$ cat src/rtl/dmastat_pkg.sv
package dmastat_pkg;
  localparam int STAT_W   = 32;
  localparam int POS_MASK = 16;
  localparam int POS_MODE = 11;
  localparam int POS_DERR = 10;
  localparam int POS_WB   = 9;
  localparam int POS_DL   = 8;
  localparam int POS_SR   = 7;
  localparam int POS_TC   = 6;
  localparam int POS_END  = 5;
  localparam int POS_ERR  = 4;
  localparam int POS_SUS  = 3;
  localparam int POS_TACT = 2;
  localparam int POS_RQST = 1;
  localparam int POS_EN   = 0;

  typedef struct packed {
    logic clrAll;
    logic maskSet;
    logic maskClr;
    logic derSet;
    logic wbSet;
    logic wbClr;
    logic pendSet;
  } stat_strobe_t;
endpackage

$ cat src/rtl/dmastat_ctrl.sv
module dmastat_ctrl
  import dmastat_pkg::*;
(
  input  logic         setMaskPulse,
  input  logic         clrMaskPulse,
  input  logic         swResetPulse,
  input  logic         cfgLinkMode,
  input  logic         descLoad,
  input  logic         descLinkValid,
  input  logic         wbStart,
  input  logic         wbDone,
  input  logic         wbBusError,
  input  logic         xferEndPulse,
  output stat_strobe_t strobes
);
  logic badDesc;
  logic wbOk;

  // A descriptor error is judged only on the link-valid field.
  // The descriptor's interrupt setting plays no part.
  assign badDesc = descLoad & cfgLinkMode & ~descLinkValid;
  assign wbOk    = wbDone & ~wbBusError;

  always_comb begin
    strobes         = '0;
    strobes.clrAll  = swResetPulse;
    if (!swResetPulse) begin
      strobes.maskClr = clrMaskPulse;
      strobes.maskSet = setMaskPulse & ~clrMaskPulse;
      strobes.derSet  = badDesc;
      strobes.wbSet   = wbStart & cfgLinkMode;
      strobes.wbClr   = wbOk & ~(wbStart & cfgLinkMode);
      strobes.pendSet = xferEndPulse;
    end
  end
endmodule

$ cat src/rtl/dmastat_dp.sv
module dmastat_dp
  import dmastat_pkg::*;
(
  input  logic         clk,
  input  logic         rstN,
  input  stat_strobe_t strobes,
  output logic         maskBit,
  output logic         derBit,
  output logic         wbBit,
  output logic         irqOut
);
  logic maskQ, derQ, wbQ, pendQ;
  logic release_;

  // A pending event leaves in the first cycle without the mask.
  assign release_ = pendQ & ~maskQ;

  always_ff @(posedge clk or negedge rstN) begin
    if (!rstN) begin
      maskQ <= 1'b0;
      derQ  <= 1'b0;
      wbQ   <= 1'b0;
      pendQ <= 1'b0;
    end else if (strobes.clrAll) begin
      maskQ <= 1'b0;
      derQ  <= 1'b0;
      wbQ   <= 1'b0;
      pendQ <= 1'b0;
    end else begin
      if (strobes.maskSet)      maskQ <= 1'b1;
      else if (strobes.maskClr) maskQ <= 1'b0;
      if (strobes.derSet)       derQ  <= 1'b1;
      if (strobes.wbSet)        wbQ   <= 1'b1;
      else if (strobes.wbClr)   wbQ   <= 1'b0;
      pendQ <= strobes.pendSet | (pendQ & ~release_);
    end
  end

  assign maskBit = maskQ;
  assign derBit  = derQ;
  assign wbBit   = wbQ;
  assign irqOut  = release_;

  AST_IRQ_GATED: assert property (@(posedge clk) disable iff (!rstN)
    maskQ |-> !irqOut);
  AST_IRQ_SINGLE: assert property (@(posedge clk) disable iff (!rstN)
    (irqOut && !strobes.pendSet) |=> !irqOut);
endmodule

$ cat src/rtl/dmastat_top.sv
module dmastat_top
  import dmastat_pkg::*;
#(
  parameter int WORD_W = STAT_W
) (
  input  logic              clk,
  input  logic              rstN,
  input  logic              setMaskPulse,
  input  logic              clrMaskPulse,
  input  logic              swResetPulse,
  input  logic              cfgLinkMode,
  input  logic              descLoad,
  input  logic              descLinkValid,
  input  logic              wbStart,
  input  logic              wbDone,
  input  logic              wbBusError,
  input  logic              xferEndPulse,
  input  logic              errIn,
  input  logic              dlIn,
  input  logic              srIn,
  input  logic              tcIn,
  input  logic              endIn,
  input  logic              susIn,
  input  logic              tactIn,
  input  logic              rqstIn,
  input  logic              enIn,
  output logic [WORD_W-1:0] statusWord,
  output logic              stopReq,
  output logic              xferEndIrq
);
  stat_strobe_t strobes;
  logic maskBit, derBit, wbBit;

  dmastat_ctrl uCtrl (
    .setMaskPulse (setMaskPulse),
    .clrMaskPulse (clrMaskPulse),
    .swResetPulse (swResetPulse),
    .cfgLinkMode  (cfgLinkMode),
    .descLoad     (descLoad),
    .descLinkValid(descLinkValid),
    .wbStart      (wbStart),
    .wbDone       (wbDone),
    .wbBusError   (wbBusError),
    .xferEndPulse (xferEndPulse),
    .strobes      (strobes)
  );

  dmastat_dp uDp (
    .clk    (clk),
    .rstN   (rstN),
    .strobes(strobes),
    .maskBit(maskBit),
    .derBit (derBit),
    .wbBit  (wbBit),
    .irqOut (xferEndIrq)
  );

  always_comb begin
    statusWord           = '0;
    statusWord[POS_MASK] = maskBit;
    statusWord[POS_MODE] = cfgLinkMode;
    statusWord[POS_DERR] = derBit;
    statusWord[POS_WB]   = wbBit;
    statusWord[POS_DL]   = dlIn;
    statusWord[POS_SR]   = srIn;
    statusWord[POS_TC]   = tcIn;
    statusWord[POS_END]  = endIn;
    statusWord[POS_ERR]  = errIn;
    statusWord[POS_SUS]  = susIn;
    statusWord[POS_TACT] = tactIn;
    statusWord[POS_RQST] = rqstIn;
    statusWord[POS_EN]   = enIn;
  end

  // A descriptor error halts the channel. No error interrupt is raised.
  assign stopReq = derBit;

  AST_MASK_SET: assert property (@(posedge clk) disable iff (!rstN)
    (setMaskPulse && !clrMaskPulse && !swResetPulse) |=> statusWord[POS_MASK]);
  AST_MASK_CLR: assert property (@(posedge clk) disable iff (!rstN)
    clrMaskPulse |=> !statusWord[POS_MASK]);
  AST_DERR_STICKY: assert property (@(posedge clk) disable iff (!rstN)
    (statusWord[POS_DERR] && !swResetPulse) |=> statusWord[POS_DERR]);
  AST_WB_BUSERR_HOLD: assert property (@(posedge clk) disable iff (!rstN)
    (statusWord[POS_WB] && wbDone && wbBusError && !swResetPulse) |=> statusWord[POS_WB]);
  AST_SWRST_CLEARS: assert property (@(posedge clk) disable iff (!rstN)
    swResetPulse |=> (!statusWord[POS_MASK] && !statusWord[POS_DERR] && !statusWord[POS_WB] && !xferEndIrq));
endmodule

$ cat config.mk
export PLATFORM = sky130hd
export DESIGN_NAME = dmastat_top
export DESIGN_NICKNAME = d
export VERILOG_FILES = /design/src/rtl/dmastat_pkg.sv /design/src/rtl/dmastat_ctrl.sv /design/src/rtl/dmastat_dp.sv /design/src/rtl/dmastat_top.sv
export SDC_FILE = /design/constraint.sdc
export NUM_CORES = 1
export LEC_CHECK = 0
export ABC_AREA = 1
export ABC_CLOCK_PERIOD_IN_PS = 800
export CAP_MARGIN = 20
export CORE_AREA = 4 4 50 52
export CTS_CLUSTER_DIAMETER = 80
export DETAILED_ROUTE_END_ITERATION = 8
export DIE_AREA = 0 0 54 56
export PLACE_DENSITY = 0.7
export SYNTH_ARGS = -nofsm -noshare
export SYNTH_HDL_FRONTEND = slang
export SYNTH_SLANG_ARGS = --single-unit
$ cat constraint.sdc
create_clock -name clk -period 0.8 [get_ports clk]
set_input_delay 0.16 -clock clk [delete_from_list [all_inputs] [get_ports clk]]
set_output_delay 0.16 -clock clk [all_outputs]
set_load 0.005 [all_outputs]
# Word level (Yosys, flattened, before mapping)
# Index checks and enable logic that the tools add are counted.
# totals
reg_bits,4
latchBits,0
mem_bits_rw,0
romBits,0
in_bits,21
out_inout_bits,34
wordCells,32
mem_count,0
# classes
n_addsub,0
n_mul,0
div_mod_pow,0
magnitude_cmp,0
n_eq_ne,0
shifts,0
mux,10
n_bitwise,15
reduce_logical,3
# op_table
operator,count
2-to-1 mux 1 bit,9
bitwise AND 1 bit,8
2-to-1 mux 6 bit,1
NOT 1 bit,6
nonzero test 3 bit,2
nonzero test 2 bit,1
OR 1 bit,1

# Longest topological paths before layout
# Gate-level depths: netlist of run 1.
# depth
depth_word,7
ltp_mapped,4
depth_no_buf,4

# Modules after synthesis
# Synthesis of run 1 repeated with hierarchy kept, for this count alone.
# hier_totals
cells_unflattened,66
area_unflattened_um2,467.9
# by_module_without_submodules
mod,n_inst,cells_each,area_each_um2,seq_area_each_um2
dmastat_top,1,33,244.0,0.0
dmastat_dp,1,18,160.2,100.1
dmastat_ctrl,1,15,63.8,0.0

# Worst setup path before layout of run 1
# No wires, ideal clock.
# synth_timing
kind,register to output
start,register uDp.derQ (netlist: uDp.derBit)
end,output statusWord[10]
arrival_ps,514
slack_ps,126
path_stages_with_launch,2
path_buffers,1
path_cell_list,dfrtp_1 buf_4
# synth_lines
item,line,source
from (decl),dmastat_dp.sv:12,"logic maskQ, derQ, wbQ, pendQ;"
from (signal assigned),dmastat_dp.sv:21,derQ <= 1'b0;
from (signal assigned),dmastat_dp.sv:26,derQ <= 1'b0;
from (signal assigned),dmastat_dp.sv:32,if (strobes.derSet) derQ <= 1'b1;
to (decl),dmastat_top.sv:27,"output logic [WORD_W-1:0] statusWord,"
# No word-level cell between the ends.

# Final worst setup path of run 1
# layout_timing
start,register uDp.maskQ (netlist: uDp.maskBit)
end,output statusWord[16]
# layout_lines
item,line,source
from (decl),dmastat_dp.sv:12,
from (signal assigned),dmastat_dp.sv:20,maskQ <= 1'b0;
from (signal assigned),dmastat_dp.sv:25,maskQ <= 1'b0;
from (signal assigned),dmastat_dp.sv:30,if (strobes.maskSet) maskQ <= 1'b1;
# No word-level cell between the ends.

==> metrics.md, run 1 <==
| Metric | Value |
|---|---|
| Die Wd | around 54 um |
| Pleak | around 0.00027 uW |
| DRT antenna net count | 0 |
| CP Cell Sequence | buf_6 -> buf_6 |
| Residual DRC | 0 |
| Worst-path clk slew | roughly 40 ps |
| First-pass GRT wire length | 979 um |
| Total track usage | 0.0447 |
| Vias per cell | ~3.0 |
| Vias in the first global route | ~240 |
| Area Growth Syn to Fin | 22.8% |
| Tot Pwr | 617 uW |
| Cell repeated most along the worst path | buf_6 |
| Family with the most delay on the worst path | flip-flops |
| DR WL/cell | 8.51 um |
| DPL Wire Length | around 650 um |
| Final setup margin | -196 ps |
| VDD IR max | around 0.44 mV |
| Area after DPL | around 450 um^2 |
| Top FF cell, synth | dfrtp_1 |
| Layout cells sized above 1 | 0.254 |
| Via count | ~270 |
| Status | finished, violations left |
| Register bit count reported by yosys | 4 |
| Max Buffers Root-to-Sink | 2 |
| Most frequent cell after synthesis | buf_4 |
| Largest net degree at the start of global routing | 5 |
| Post-placement cell count | 85 |
| Mapped cell area | 407 um^2 |
| Failing checks | negative setup slack |
| Worst EP arrival | roughly 840 ps |
| CTS tree | yes |
| Post-route setup TNS | -869 ps |
| Max FO, Critical Path | 2 |
| Filler cells | 240 |
| Row count | 17 |
| Clock skew | between 0.05 and 0.06 ps |
| Commonest cells post-synth | 32 x buf_4, 4 x dfrtp_1, 4 x inv_1 |
| Slowest stage cell, crit path | dfrtp_1 |
| Initial core utilization | 0.193 |
| Synth area leader | buf_4 |
| Final hold vios | 0 |
| Final setup fails | 8 |
| Design area | between 400 and 500 um^2 |
| HP Class | input pin to asynchronous set/reset pin |
| Crit Path Class | flip-flop to output port |
| Post-route minimum period | between 900 and 1000 ps |
| Die height | about 56 um |
| Die outline area | roughly 3000 um^2 |
| EDFF count, synth | 0 |
| Worst setup SP type | flip-flop |
| Worst-Skew Late Latency | roughly 230 ps |
| Pins Over Slew Limit | 0 |
| GP Congestion | between 0.5 and 0.6 |
| Ports | 55 |
| # diodes | 0 |
| PortBufs | 17 |
| Crit path buf inv count | 2 |
| Cells after synthesis | 52 |
| Critical Path RT | between 600 and 700 ps |
| Core ar. | ~2100 um^2 |
| CP endpoint kind | output port |
| Share of the synthesized area in the top cell type | 0.591 |
| YS warnings | 0 |
| FMAX | between 1000 and 1500 MHz |
| Ys async rst share | 1.00 |
| Crit-path max cell delay | between 300 and 400 ps |
| Routed WL | just under 800 um |
| Distinct cells, synth | 9 |
| Grt total ovfl | 0 |
| H-tree Lvls | 1 |
| PD cells | ~1200 nW/um^2 |
| Initial antenna violation count | 0 |
| Final period util | 1.24 |
| Clock Sinks | 4 |
| Max_cap viols | 0 |
| Hold slack | roughly 130 ps |
| 1st-pass router iterations | 2 |
| 1st-iter DRT viols | 1 |
| Mean post-synth cell area | 7.82 um^2 |
| Num CTS Buffers | 3 |
| Fin cells | just over 90 |
| Synth area leaders | buf_4 59%, dfrtp_1 25%, a21oi_1 3.7% |
| Seq/Total Area, Yosys | 0.246 |
| RSZ-0062 raised after global routing | yes |
| Root buf cell | clkbuf_4 |
| Final Net Count | 86 |
## through the flow
step           setup WS [ps]  utilization
2_1_floorplan            126            -
3_3_place_gp            -520        0.216
3_5_place_dp            -529        0.216
4_1_cts                 -202        0.230
5_1_grt                 -260        0.237
6_report                -196        0.237
## final timing paths
kind                                              start                      to  slack (ps)  cells past startpoint
max in group asynchronous                          rstN  uDp.derBit$_DFFE_PN0P_         510                      1
min in group clk                                   enIn           statusWord[0]         320                      0
worst max register to register  uDp.maskBit$_DFFE_PN0P_     uDp.pendQ$_DFF_PN0_         -80                      4
worst min-delay path                               rstN     uDp.pendQ$_DFF_PN0_         130                      1
worst max-delay path            uDp.maskBit$_DFFE_PN0P_          statusWord[16]        -200                      2
worst min register to register    uDp.wbBit$_DFFE_PN0P_   uDp.wbBit$_DFFE_PN0P_         530                      2
## registers in the layout, indices dropped and copies added, names as in the netlist
signal	cells
uDp.derBit	1
uDp.maskBit	1
uDp.pendQ	1
uDp.wbBit	1
## repair_timing
action / 4_1_cts / 5_1_grt
setup buffers: 2 / 1
hold buffers: 0 / 0
gates resized for setup: 28 / 2
pin swaps: 3 / 0
setup endpoints to repair: 7 / 7
## metal layers
layer  vias up  share of wire  GRT usage
met5         -              0          0
met4         0              0     0.0249
met3         0           0.14     0.0241
met2        20           0.58     0.0727
met1       124           0.27     0.0435
li1        128              -          -
## power breakdown
part,internal (uW),switching [uW]
combinational,89.1,63.2
sequential,214,6.25
clock,167,76.4
total,471,146
## cell families (layout without fill, tap and decap cells)
family                 after synthesis  in the layout  share of synthesized area
buffers and inverters               36             29                      0.628
AND/OR/NAND/NOR                      8              8                     0.0800
flip-flops                           4              4                      0.246
AO/OA/AOI/OAI                        3              3                     0.0369
other                                1             19                    0.00922
## cell type report
type	count	area, um^2	area share
flip-flops and latches	4	100	0.201
clock buffers	3	22.5	0.0451
repair buffers	22	196	0.393
inverters	4	15.0	0.0301
multi-input cells	30	130	0.261
well taps	28	35.0	0.0702
## cell usage in the layout (no fill, tap or decap), types with 2 or more instances in the layout
master            n
dfrtp_1           4
nand2_1           3
inv_1             4
buf_4             3
clkdlybuf4s50_1  10
nor2_1            2
buf_2             4
a21oi_1           2
conb_1           19
buf_6             3
clkbuf_4          3
Note: power is estimated with default switching activity, not from simulation.
==> run 2, diff against run 1 <==
Settings changed: CORE_AREA 4 4 50 52 to 2 2 48 50, DIE_AREA 0 0 54 56 to 0 0 50 52.
==> run 2 against run 1 <==
The run still ends with negative setup slack left; count of clock-buffer cells in the layout is the same; core utilization shrank 1.1 points; worst setup slack gained 0.79 ps; non-clock buffer count shrank 2; hold slack lost 4.2 ps; first-iteration DRC count grew 100%; routed wire length shrank 27%.
==> metrics.md, run 2 (same netlist as run 1, synthesis figures left out) <==
| Metric | Value |
|---|---|
| Status | finished, violations left |
| Failing checks | negative setup slack |
| Largest net degree at the start of global routing | 5 (unchanged) |
| Root buf cell | clkbuf_4 |
| Core ar. | 2110 um^2 (unchanged) |
| Commonest non-fill, non-tap cell in the layout | conb_1 |
| DPL Wire Length | 495 um (-24%) |
| Area Growth Syn to Fin | 17.2% |
| Initial antenna violation count | 0 (unchanged) |
| RSZ-0062 raised after global routing | yes |
| Num CTS Buffers | 3 (unchanged) |
| Worst setup SP type | flip-flop |
| Crit Path Class | flip-flop to output port |
| DRT antenna net count | 0 (unchanged) |
| Layout cells sized above 1 | 0.213 (-0.0409) |
| Grt total ovfl | 0 (unchanged) |
| Area after DPL | 454 um^2 (unchanged) |
| First-pass GRT wire length | 897 um (-8.4%) |
| Residual DRC | 0 (unchanged) |
| Most used routing layer | met4 |
| Final period util | 1.24 (about the same) |
| Ports | 55 (unchanged) |
| Max_cap viols | 0 (unchanged) |
| 1st-pass router iterations | 4 (+2) |
| Worst EP arrival | 840 ps (about the same) |
| PortBufs | 17 (unchanged) |
| VDD IR max | 0.325 mV (-27%) |
| Worst-path clk slew | 40 ps (about the same) |
| Most frequent cells in the layout | 19 x conb_1, 10 x clkdlybuf4s50_1, 4 x inv_1, 4 x buf_2, 4 x dfrtp_1 |
| Placement Setup Slack | -521 ps (+7.78 ps) |
| Final core utilization | 0.226 (-0.0107) |
| H-tree Lvls | 1 (unchanged) |
| # diodes | 0 (unchanged) |
| Die Wd | 50 um (-7.4%) |
| GP Congestion | 0.596 (+6.7%) |
| Crit-path max cell delay | 380 ps (about the same) |
| Vias in the first global route | 226 (-3.8%) |
| HP Class | input pin to asynchronous set/reset pin |
| Clock Sinks | 4 (unchanged) |
| Post-route minimum period | 995 ps (-0.790 ps) |
| Cell repeated most along the worst path | buf_6 |
| Final Net Count | 84 (-2.3%) |
| Design area | 477 um^2 (-4.5%) |
| CTS tree | yes |
| Max FO, Critical Path | 2 (unchanged) |
| Vias per cell | 2.74 (-8.3%) |
| 1st-iter DRT viols | 2 (+1) |
| GR Util met1 | 0.0472 (+0.00365) |
| DR WL/cell | 6.35 um (-25%) |
| GRT met2 Usage | 0.0702 (-0.00249) |
| Initial core utilization | 0.193 (unchanged) |
| Total track usage | 0.0514 (+0.00667) |
| Max Buffers Root-to-Sink | 2 (unchanged) |
| Critical Path RT | 640 ps (about the same) |
| Row count | 17 (unchanged) |
| Pleak | 0.000254 uW (-4.5%) |
| CP Cell Sequence | buf_6 -> buf_6 |
| Worst-Skew Late Latency | 230 ps (about the same) |
| Final hold vios | 0 (unchanged) |
| Routed WL | 565 um (-27%) |
| Clock skew | 0.0404 ps (-0.0133 ps) |
| Via count | 244 (-10%) |
| FMAX | 1000 MHz (about the same) |
| Die height | 52 um (-7.1%) |
| Die outline area | 2600 um^2 (-14%) |
| PD cells | 1270 nW/um^2 (+2.8%) |
| Tot Pwr | 605 uW (-1.8%) |
| Final setup fails | 7 (-1) |
| CP endpoint kind | output port |
| Global routing usage on met3 | 0.0230 (-0.00114) |
| Slowest stage cell, crit path | dfrtp_1 |
| Pins Over Slew Limit | 0 (unchanged) |
| Final setup margin | -195 ps (+0.790 ps) |
-- run 2: cell type report --
class	instances	area [um^2]
clock buffers	3	22.5
inverters	4	15.0
multi-input cells	30	123
well taps	28	35.0
fillers	232	1630
repair buffers	20	181
flip-flops and latches	4	100
-- run 2: power by group --
part | internal (uW) | switching [uW] | leakage (uW) | total, uW
Sequential | 214 | 5.82 | 0.0000530 | 220
Combinational | 81.0 | 57.0 | 0.000187 | 138
Clock | 168 | 79.8 | 0.0000138 | 247
Total | 463 | 143 | 0.000254 | 605
-- run 2: critical path: cells and delay by family, from the launching register on --
| family | cells | cell delay [ps] |
|---|---|---|
| DFF | 1 | 380 |
| buffers and inverters | 2 | 220 |
-- run 2: worst paths after layout --
| kind | startpoint | to | slack, ps | depth (start not counted) |
|---|---|---|---|---|
| max | uDp.maskBit$_DFFE_PN0P_ | statusWord[16] | -200 | 2 |
| min in group clk | enIn | statusWord[0] | 320 | 0 |
| min | rstN | uDp.maskBit$_DFFE_PN0P_ | 120 | 1 |
| min reg2reg | uDp.derBit$_DFFE_PN0P_ | uDp.derBit$_DFFE_PN0P_ | 530 | 2 |
| max in group asynchronous | rstN | uDp.wbBit$_DFFE_PN0P_ | 510 | 1 |
| max reg2reg | uDp.maskBit$_DFFE_PN0P_ | uDp.pendQ$_DFF_PN0_ | -80 | 4 |
-- run 2: what timing repair did --
item	in CTS	in global routing
hold buffers	0	0
endpoints found under the hold margin	0	0
endpoints found under the setup margin	7	7
pin swaps	3	2
gates resized for setup	27	1
setup buffers	1	0
-- run 2: stage by stage --
step	instances	hold slack, ps	setup TNS (ps)
floorplan	70	-136	0
detailed placement	85	320	-2280
CTS	89	123	-869
global placement	85	320	-2230
global route	89	143	-1010
finish	89	123	-786
-- run 2: routing by layer --
layer / up-vias / share of wire
met5: - / 0
met1: 101 / 0.33
met3: 4 / 0.16
li1: 123 / -
met2: 16 / 0.47
met4: 0 / 0.042
==> run 3, diff against run 2 <==
Settings changed: GPL_ROUTABILITY_DRIVEN set to 0.
==> results of run 3 <==
Same layout as run 2: the final DEF is identical, and so are final timing and power.
